`src/rtl/iack_pkg.sv`:
```
package iack_pkg;
  localparam int unsigned LVL_W       = 3;
  localparam int unsigned SPURIOUS_NO = 24;

  typedef enum logic [1:0] {ST_IDLE, ST_PRESENT, ST_STROBE} iack_state_e;

  // Autovector number for a level: base of the autovector block plus level.
  function automatic logic [7:0] autovec_no(input logic [LVL_W-1:0] lvl);
    return 8'(SPURIOUS_NO) + 8'(lvl);
  endfunction

  // Table byte address: four bytes per entry.
  function automatic logic [31:0] table_addr(input logic [7:0] vec);
    return {22'd0, vec, 2'b00};
  endfunction
endpackage

```
`src/rtl/iack_seq.sv`:
```
module iack_seq
  import iack_pkg::*;
(
  input  logic             clk,
  input  logic             rst,
  input  logic             start_i,
  input  logic [LVL_W-1:0] ipl_i,
  input  logic             term_i,
  output iack_state_e      state_o,
  output logic [LVL_W-1:0] lvl_o,
  output logic             finish_o
);
  iack_state_e      state_q;
  logic [LVL_W-1:0] lvl_q;
  logic             accept;

  assign accept   = (state_q == ST_IDLE) && start_i;
  assign finish_o = (state_q == ST_STROBE) && term_i;

  always_ff @(posedge clk) begin
    if (rst) begin
      state_q <= ST_IDLE;
      lvl_q   <= '0;
    end else begin
      unique case (state_q)
        ST_IDLE:    if (accept) state_q <= ST_PRESENT;
        ST_PRESENT: state_q <= ST_STROBE;
        ST_STROBE:  if (term_i) state_q <= ST_IDLE;
        default:    state_q <= ST_IDLE;
      endcase
      if (accept) lvl_q <= ipl_i;
    end
  end

  assign state_o = state_q;
  assign lvl_o   = lvl_q;

  a_r5_present_one_cycle: assert property (@(posedge clk) disable iff (rst)
    (state_q == ST_PRESENT) |=> (state_q == ST_STROBE));
  a_r12_no_restart: assert property (@(posedge clk) disable iff (rst)
    (state_q != ST_IDLE) |=> (state_q != ST_PRESENT));
  a_r2_level_held: assert property (@(posedge clk) disable iff (rst)
    (state_q != ST_IDLE) |=> $stable(lvl_q));
endmodule

```
`src/rtl/iack_vector_sel.sv`:
```
module iack_vector_sel
  import iack_pkg::*;
#(
  parameter int unsigned VEC_W = 8
) (
  input  logic             berr_i,
  input  logic             autovec_i,
  input  logic             dtack_i,
  input  logic [VEC_W-1:0] data_i,
  input  logic [LVL_W-1:0] lvl_i,
  output logic             term_o,
  output logic [VEC_W-1:0] vec_o
);
  assign term_o = berr_i | autovec_i | dtack_i;

  always_comb begin
    if (berr_i)         vec_o = VEC_W'(SPURIOUS_NO);
    else if (autovec_i) vec_o = VEC_W'(autovec_no(lvl_i));
    else                vec_o = data_i;
  end
endmodule

```
`src/rtl/iack_resolver.sv`:
```
module iack_resolver
  import iack_pkg::*;
#(
  parameter int unsigned ADDR_W = 24,
  parameter int unsigned DATA_W = 8
) (
  input  logic              clk,
  input  logic              rst,
  input  logic              start_i,
  input  logic [2:0]        ipl_i,
  input  logic              dtack_i,
  input  logic              autovec_i,
  input  logic              berr_i,
  input  logic [DATA_W-1:0] data_i,
  output logic [ADDR_W-1:0] addr_o,
  output logic [2:0]        fc_o,
  output logic              as_o,
  output logic              ds_hi_o,
  output logic              ds_lo_o,
  output logic              rd_o,
  output logic [DATA_W-1:0] vec_num_o,
  output logic [ADDR_W-1:0] vec_addr_o,
  output logic              done_o
);
  localparam int unsigned VEC_W = DATA_W;

  iack_state_e      state;
  logic [LVL_W-1:0] lvl;
  logic             term, finish, busy, strobing;
  logic [VEC_W-1:0] vec_next, vec_q;
  logic             done_q;

  iack_seq u_seq (
    .clk(clk), .rst(rst), .start_i(start_i), .ipl_i(ipl_i),
    .term_i(term), .state_o(state), .lvl_o(lvl), .finish_o(finish)
  );

  iack_vector_sel #(.VEC_W(VEC_W)) u_sel (
    .berr_i(berr_i), .autovec_i(autovec_i), .dtack_i(dtack_i),
    .data_i(data_i), .lvl_i(lvl), .term_o(term), .vec_o(vec_next)
  );

  always_ff @(posedge clk) begin
    if (rst) begin
      vec_q  <= '0;
      done_q <= 1'b0;
    end else begin
      done_q <= finish;
      if (finish) vec_q <= vec_next;
    end
  end

  assign busy     = (state != ST_IDLE);
  assign strobing = (state == ST_STROBE);

  assign fc_o       = busy ? 3'b111 : 3'b000;
  assign addr_o     = busy ? ADDR_W'({lvl, 1'b1}) : '0;
  assign as_o       = strobing;
  assign ds_lo_o    = strobing;
  assign ds_hi_o    = 1'b0;
  assign rd_o       = busy;
  assign vec_num_o  = vec_q;
  assign vec_addr_o = ADDR_W'(table_addr(8'(vec_q)));
  assign done_o     = done_q;

  a_r11_done_pulse: assert property (@(posedge clk) disable iff (rst)
    done_o |=> !done_o);
  a_r11_release: assert property (@(posedge clk) disable iff (rst)
    finish |=> (!as_o && !ds_lo_o && done_o));
  a_r3_fc_marks_cycle: assert property (@(posedge clk) disable iff (rst)
    as_o |-> (fc_o == 3'b111));
  a_r6_spurious: assert property (@(posedge clk) disable iff (rst)
    (finish && berr_i) |=> (vec_num_o == VEC_W'(SPURIOUS_NO)));
  a_r10_addr_scaled: assert property (@(posedge clk) disable iff (rst)
    done_o |-> (vec_addr_o[1:0] == 2'b00));
endmodule

```
`config.mk`:
```
export PLATFORM = sky130hd
export DESIGN_NAME = iack_resolver
export DESIGN_NICKNAME = d
export VERILOG_FILES = /design/src/rtl/iack_pkg.sv /design/src/rtl/iack_seq.sv /design/src/rtl/iack_vector_sel.sv /design/src/rtl/iack_resolver.sv
export SDC_FILE = /design/constraint.sdc
export NUM_CORES = 1
export LEC_CHECK = 0
export BUFFER_PORTS_ARGS = -buffer_cell sky130_fd_sc_hd__clkbuf_2
export CAP_MARGIN = 15
export CORE_MARGIN = 2
export CORE_UTILIZATION = 42
export DETAILED_ROUTE_END_ITERATION = 12
export HOLD_SLACK_MARGIN = 0.02
export PLACE_DENSITY = 0.85
export SLEW_MARGIN = 0
export SYNTH_ARGS = -nofsm -noshare
export SYNTH_HDL_FRONTEND = slang
export SYNTH_SLANG_ARGS = --single-unit
```
`constraint.sdc`:
```
create_clock -name clk -period 4 [get_ports clk]
set_input_delay 0.8 -clock clk [delete_from_list [all_inputs] [get_ports clk]]
set_output_delay 0.8 -clock clk [all_outputs]
set_load 0.05 [all_outputs]
```
After elaboration in Yosys (flattened, before gate mapping):

Index checks and enable logic that the tools add are counted.

* add/sub/neg operators: 1
* eq/ne operators: 4
* muxes and demuxes: 7
* bitwise logic cells: 2
* reduce and logical (&&, ||, !) cells: 5

Operators by type and width (number)
* 8-bit 2-to-1 mux: 2
* 5-bit by 3-bit adder with 6-bit output (first input constant): 1
* 2-bit case mux with 3 select lines: 1
* 2-bit 2-to-1 mux: 2
* 4-bit 2-to-1 mux: 1
* 2-bit by 1-bit inequality test with 1-bit output (second input constant): 2
* 3-bit 2-to-1 mux: 1
* 2-bit by 1-bit == test with 1-bit output (second input constant): 1
* 2-bit == test (second input constant): 1
* 1-bit logical AND: 2
* 2-bit logical NOT: 1
* 1-bit OR: 2
* 2-bit AND reduction: 1
* 2-bit nonzero test: 1

* register bits: 14
* input bits: 17
* output and inout bits: 64
* word-level logic and storage cells: 23

Depth between registers and ports, before layout:

Gate-level depths: netlist of the first run.

* depth after elaboration: 4
* gate-level depth with buffers: 5
* depth with buffers taken out: 4

By module:

From an unflattened synthesis of the first run, not the netlist that was laid out.

* cell total of the unflattened synthesis: 119
* area, all modules: 1034.7 um^2

Modules (own cells, without submodules)
* iack_resolver: instances 1, cells an instance 85, area each 725.7 um^2
* iack_seq: instances 1, cells an instance 20, area each 215.2 um^2
* iack_vector_sel: instances 1, cells an instance 14, area each 93.8 um^2

Worst setup path before layout of the first run:

Ideal clock, no wire load.

* path type: register to output
* from: register u_seq.state_q[1], in the netlist u_seq.state_o[1]
* to: output addr_o[1]
* arrival time: 1203 ps
* data required time: 3200 ps
* setup slack: 1997 ps
* stages on the path, launching flop included: 3
* buffers on the path: 0
* cell sequence: dfxtp_1 nor2_1 nor2b_1

* longest elaborated chain between the ends: 2

Ends and longest elaborated chain
* start, declared: RTL line iack_seq.sv:13 `iack_state_e state_q;`
* start signal, assigned: RTL line iack_seq.sv:22 `state_q <= ST_IDLE;`
* start signal, assigned: RTL line iack_seq.sv:26 `ST_IDLE: if (accept) state_q <= ST_PRESENT;`
* start signal, assigned: RTL line iack_seq.sv:27 `ST_PRESENT: state_q <= ST_STROBE;`
* 2-bit nonzero test: RTL line iack_resolver.sv:53 `assign busy = (state != ST_IDLE);`
* 4-bit 2-to-1 mux: RTL line iack_resolver.sv:57 `assign addr_o = busy ? ADDR_W'({lvl, 1'b1}) : '0;`
* end, declared: RTL line iack_resolver.sv:15 `output logic [ADDR_W-1:0] addr_o,`

Every way passes these cells.

Worst setup path after layout of the first run:

* from: register u_seq.state_q[1], in the netlist u_seq.state_o[1]
* to: output fc_o[2]

* longest elaborated chain between the ends: 2

Ends and longest elaborated chain
* 2-bit nonzero test: RTL line iack_resolver.sv:53
* 3-bit 2-to-1 mux: RTL line iack_resolver.sv:56 `assign fc_o = busy ? 3'b111 : 3'b000;`
* end, declared: RTL line iack_resolver.sv:16 `output logic [2:0] fc_o,`

Every way passes these cells.

==> flow_metrics.tcl, run 1 <==
set metrics [dict create \
    tritoncts "yes" \
    p_leak_nw 0.540 \
    antenna_found_initial 0 \
    nNetsFinal 166 \
    max_slew_margin_pct 62.2 \
    synth-edff-count 0 \
    stdcell_area_sq_mm 0.00101 \
    crit_end "fc_o[2]" \
    ys_warn_count 0 \
    initial_utilization_pct 45.2 \
    fin_ws_ns 1.93 \
    fmax_mhz 482 \
    n_antenna_cell 0 \
    std_cell_rows 17 \
    yosys_register_bits 14 \
    cp.depth 3 \
    setup_tns_ns 0 \
    num_vias 744 \
    r2r_cells 3 \
    clk_pin_slew_ns 0.07 \
    wl_per_cell_microns 10.4 \
    synth_common_cells "buf_4, dfxtp_1, a21oi_1, nor2_1, mux2i_1" \
    first_pass_iters 4 \
    synth_area_leader_cell "buf_4" \
    cts_resized 0 \
    ff2ff_setup_slack_ns 2.72 \
    status "complete, no violations" \
    ant_nets 0 \
    cp_cell_sequence "nor2_1, inv_1, clkbuf_2" \
    synth-main-ff-cell "dfxtp_1" \
    grt_pass1_wl_microns 2440 \
    drt_iter0_markers 9 \
    cp_slowest_cell "dfxtp_1" \
    dieWidth_microns 53.0 \
    syn_area_sq_mm 0.00101 \
    layout-drive-gt1-share_pct 34.7 \
    cts.sinks 14 \
    synth_top_cell_area_share_pct 37.9 \
    cts_made_buffers 3 \
    postCtsSetupBuffers 0 \
    fin_crit_sh_pct 51.9 \
    regToRegEndpoint "vec_num_o[2]" \
    critPathLaunchType "flip-flop" \
    hold_viol_final 0 \
    seq_area_frac_synth_pct 27.8 \
    path_max_fanout 5 \
    r2r-start "u_seq.state_o[1]" \
    drv_slew 0 \
    drcViolationCount 0 \
    vias_per_cell 4.25 \
    crit_family "buffers and inverters" \
    cap_viol_max_count 0 \
    hp-class "flip-flop to flip-flop" \
    fill_cells 236 \
    synth.most_common_cell "buf_4" \
    portBuffers 43 \
    fin_hold_ws_ns 0.486 \
    areaGrowthSynthToFinish_pct -0.124 \
    insertion_delay_ns 0.28 \
    post-place-cells 172 \
    detailed_place_hpwl_microns 1480 \
    cts_root_buf "clkbuf_4" \
    worst_pin_slew_ns 0.563 \
    cts_max_level 1 \
    crit_buf_inv 2 \
    ios 81 \
    wl_microns 1810 \
    netlist_instances 119 \
    grt_pass1_vias 533 \
    synth.top_cells.by_area "buf_4, dfxtp_1, mux2i_1" \
    worstHoldStart "vec_num_o[0]" \
    cp-end-kind "primary output" \
    globalRouteOverflowTotal 0 \
    fin_cells 175 \
    synthArstFlopShare_pct 0 \
    crit_type "flip-flop to primary output" \
    grt_max_degree 15 \
    synth_cell_types 22 \
    clock_path_buffers 2 \
    dp_slack_ns 2.09 \
    required_ns 3.20 \
    skew_ns 0.00145 \
    avgSynthCellArea_sq_um 8.49 \
    fp.dieH_microns 53.0 \
    arrival_ns 1.27 \
    min_period_ns 2.07 \
    dieArea_sq_mm 0.00281 \
    p_per_area_mw_per_mm2 373 \
    cpPeakStageDelay_ns 0.36 \
    vdd.ir_drop.worst_mv 0.152 \
    gp_congestion 0.742 \
    postCtsHoldBufs 0 \
    setup_violations 0 \
    grt_setup_unrepaired "false" \
    coreArea_sq_mm 0.00223 \
    placed_area_sq_um 986 \
    grt.total_usage_pct 12.4 \
    cp-startpoint "u_seq.state_o[1]" \
]
[worst register-to-register path: cells and delay by family, from the launching register on]
| kind | cells | cell delay [ns] |
|---|---|---|
| flops | 1 | 0.43 |
| simple gates | 2 | 0.64 |
| compound gates | 1 | 0.14 |
[report_power, final]
group | switching, W | internal [W] | leakage (nW) | total, W
clock | 0.0000413 | 0.0000349 | 0.0138 | 0.0000762
sequential | 0.00000402 | 0.000144 | 0.114 | 0.000148
combinational | 0.000130 | 0.0000211 | 0.413 | 0.000152
[registers in the layout (all words and copies together), names as in the netlist]
register / count
u_seq.state_o: 2
done_o: 1
u_seq.lvl_o: 3
vec_num_o: 8
[layout make-up]
type / count / area (sq um) / area share [%]
timing repair buffer: 43 / 215 / 21.3
inverter: 2 / 7.51 / 0.744
sequential: 14 / 280 / 27.8
multi-input combinational: 85 / 448 / 44.4
tap: 28 / 35.0 / 3.47
clock buffer: 3 / 22.5 / 2.23
[kinds of logic after synthesis]
kind of cell,Yosys count,synth area share (%)
other,1,0.371
multiplexers,6,5.95
AND/OR/NAND/NOR,25,15.7
AO/OA/AOI/OAI,17,8.92
buffers and inverters,56,41.3
flip-flops,14,27.8
[layer usage]
metal	track usage, %	vias to the layer above	part of all wire [%]
li1	-	368	-
met1	12.9	325	37
met2	22.3	47	50
met3	1.98	4	10
met4	8.97	0	2.3
met5	0	-	0
[placed cells by master (no fill, tap or decap), types with 2 or more instances in the layout]
| cell type | instances |
|---|---|
| clkbuf_2 | 43 |
| conb_1 | 37 |
| dfxtp_1 | 14 |
| a21oi_1 | 9 |
| nor2_1 | 7 |
| mux2i_1 | 6 |
| o21ai_0 | 5 |
| nor2b_1 | 4 |
| or4_1 | 3 |
| nand4_1 | 3 |
| nor3_1 | 3 |
| clkbuf_4 | 3 |
| a211oi_1 | 2 |
[through the flow]
| stage | utilization (%) | power, W |
|---|---|---|
| after floorplan | - | 0.000318 |
| after global placement | 44.1 | 0.000301 |
| after detailed placement | 44.1 | 0.000302 |
| after CTS | 45.2 | 0.000377 |
| after global routing | 45.2 | 0.000391 |
| final | 45.2 | 0.000376 |
[worst min path at each step]
stage,endpoint,slack (ns),cells after the start
after floorplan,u_seq.lvl_o[0],0.47,2
after global placement,vec_num_o[0],0.48,2
after detailed placement,vec_num_o[0],0.48,2
after CTS,vec_num_o[0],0.49,2
after global routing,vec_num_o[1],0.53,2
final,vec_num_o[0],0.49,2
(Power assumes the default switching activity.)
==> run 2: changes to the inputs <==
--- a/config.mk
+++ b/config.mk
@@ -8,10 +8,10 @@
 export BUFFER_PORTS_ARGS = -buffer_cell sky130_fd_sc_hd__clkbuf_2
 export CAP_MARGIN = 15
 export CORE_MARGIN = 2
-export CORE_UTILIZATION = 42
+export CORE_UTILIZATION = 35
 export DETAILED_ROUTE_END_ITERATION = 12
 export HOLD_SLACK_MARGIN = 0.02
-export PLACE_DENSITY = 0.85
+export PLACE_DENSITY = 0.76
 export SLEW_MARGIN = 0
 export SYNTH_ARGS = -nofsm -noshare
 export SYNTH_HDL_FRONTEND = slang
==> constraint.sdc (replaced) <==
create_clock -name clk -period 1.9 [get_ports clk]
set_input_delay 0.38 -clock clk [delete_from_list [all_inputs] [get_ports clk]]
set_output_delay 0.38 -clock clk [all_outputs]
set_load 0.05 [all_outputs]
==> run 2 against run 1 <==
  * Clock-buffer cell count increased by 1
  * Cell area is 1.7% higher
  * Flip-flop and latch count stayed put
  * Critical path depth unchanged
  * Clock skew about the same
  * Non-clock buffer count is the same
  * Utilization decreased by 7.9 points
  * Sequential share of layout area down 0.47 points
  * Global-route usage decreased by 2.3 points
  * Clock power grew to 2.8 times the previous value
  * Register-to-register slack got worse by 2.1 ns
  * Worst hold slack got worse by 0.15 ns
  * Largest power group unchanged
==> flow_metrics.tcl, run 2 (synthesis results as in run 1) <==
set metrics [dict create \
    clock_path_buffers 2 \
    cpPeakStageDelay_ns 0.36 \
    placed_area_sq_um 990 \
    required_ns 1.52 \
    portBuffers 43 \
    setup_tns_ns 0 \
    layout-drive-gt1-share_pct 35.1 \
    regToRegEndpoint "vec_num_o[0]" \
    ant_nets 0 \
    cts_resized 0 \
    first_pass_iters 4 \
    vias_per_cell 4.10 \
    path_max_fanout 5 \
    use_met3_pct 6.47 \
    fp.dieH_microns 57.7 \
    skew_ns 0.00159 \
    globalRouteOverflowTotal 0 \
    whs_path_depth 3 \
    hp-class "input pin to flip-flop" \
    fin_crit_sh_pct 87.3 \
    fill_cells 286 \
    num_vias 734 \
    grt.total_usage_pct 10.1 \
    layout_commonest_cell "clkbuf_2" \
    stdcell_area_sq_mm 0.00103 \
    r2r-start "u_seq.state_o[1]" \
    cp_slowest_cell "dfxtp_1" \
    crit_family "buffers and inverters" \
    n_antenna_cell 0 \
    cap_viol_max_count 0 \
    critPathLaunchType "flip-flop" \
    areaGrowthSynthToFinish_pct 1.61 \
    dieWidth_microns 57.7 \
    grt_max_degree 15 \
    top_usage_layer "met2" \
    arrival_ns 1.28 \
    cp-startpoint "u_seq.state_o[1]" \
    fmax_mhz 603 \
    cp-end-kind "primary output" \
    hold_viol_final 0 \
    vdd.ir_drop.worst_mv 0.409 \
    grt_setup_unrepaired "false" \
    antenna_found_initial 0 \
    nNetsFinal 166 \
    tritoncts "yes" \
    postCtsSetupBuffers 0 \
    ff2ff_setup_slack_ns 0.63 \
    fin_cells 179 \
    cts_made_buffers 3 \
    grtUsageMet1_pct 10.2 \
    grt_pass1_wl_microns 2530 \
    grt_pass1_vias 602 \
    cts_root_buf "clkbuf_4" \
    r2r_cells 3 \
    final_cell_mix "clkbuf_2, conb_1, dfxtp_1" \
    min_to "vec_num_o[6]" \
    insertion_delay_ns 0.28 \
    detailed_place_hpwl_microns 1430 \
    std_cell_rows 19 \
    p_leak_nw 0.547 \
    p_per_area_mw_per_mm2 819 \
    coreArea_sq_mm 0.00276 \
    status "complete, no violations" \
    max_slew_margin_pct 62.2 \
    post-place-cells 175 \
    grtUsageMet2_pct 16.1 \
    crit_buf_inv 2 \
    worstHoldStart "data_i[6]" \
    gp_congestion 0.693 \
    dieArea_sq_mm 0.00333 \
    wl_per_cell_microns 9.54 \
    crit_type "flip-flop to primary output" \
    initial_utilization_pct 36.6 \
    drt_iter0_markers 8 \
    min_period_ns 1.66 \
    cp_cell_sequence "nor2_1, inv_1, clkbuf_2" \
    worst_pin_slew_ns 0.564 \
    cts.sinks 14 \
    largest_reg_flops 8 \
    postCtsHoldBufs 0 \
    wl_microns 1710 \
    drv_slew 0 \
    ios 81 \
    cts_max_level 1 \
    setup_violations 0 \
    clk_pin_slew_ns 0.08 \
    final_util_pct 37.2 \
    drcViolationCount 0 \
]
==> run 2: changes by cell type in the layout (fill, tap and decap cells not counted), sizes merged <==
cell,delta
clkbuf,+1
==> run 2: worst register-to-register path: cells and delay by family, from the launching register on <==
kind	cells	cell delay, ns
AO/OA/AOI/OAI	1	0.14
flip-flops	1	0.43
AND/OR/NAND/NOR	2	0.63
==> run 2: stage by stage <==
step           power (W)  setup slack, ns  hold WS (ns)
2_1_floorplan   0.000670            0.317         0.452
3_3_place_gp    0.000635            0.458         0.477
3_5_place_dp    0.000636            0.408         0.488
4_1_cts         0.000848            0.216         0.324
5_1_grt         0.000881            0.101         0.323
6_report        0.000840            0.242         0.334
==> run 2: area by class of cell <==
type | instances | area (sq um) | share of cell area (%)
clock buffer | 4 | 36.3 | 3.54
sequential | 14 | 280 | 27.3
timing repair buffer | 43 | 215 | 21.0
multi-input combinational | 85 | 448 | 43.7
tap | 31 | 38.8 | 3.78
inverter | 2 | 7.51 | 0.732
==> run 2: worst max path at each step <==
| stage | end | cells after the start | slack (ns) |
|---|---|---|---|
| finish | rd_o | 3 | 0.24 |
| global route | fc_o[1] | 3 | 0.10 |
| CTS | rd_o | 3 | 0.22 |
| detailed placement | vec_num_o[4] | 4 | 0.41 |
| global placement | vec_num_o[4] | 4 | 0.46 |
| floorplan | addr_o[1] | 2 | 0.32 |
==> run 2: metal layers <==
layer / part of all wire, % / routed length [microns]
met1: 37 / 635
met2: 48 / 818
met3: 12 / 213
met4: 2.3 / 39
met5: 0 / 0
==> run 2: report_power, final <==
group | leakage, nW | internal, W | switching [W]
Sequential | 0.114 | 0.000303 | 0.00000827
Combinational | 0.413 | 0.0000445 | 0.000273
Clock | 0.0210 | 0.000117 | 0.0000943
Total | 0.547 | 0.000464 | 0.000376
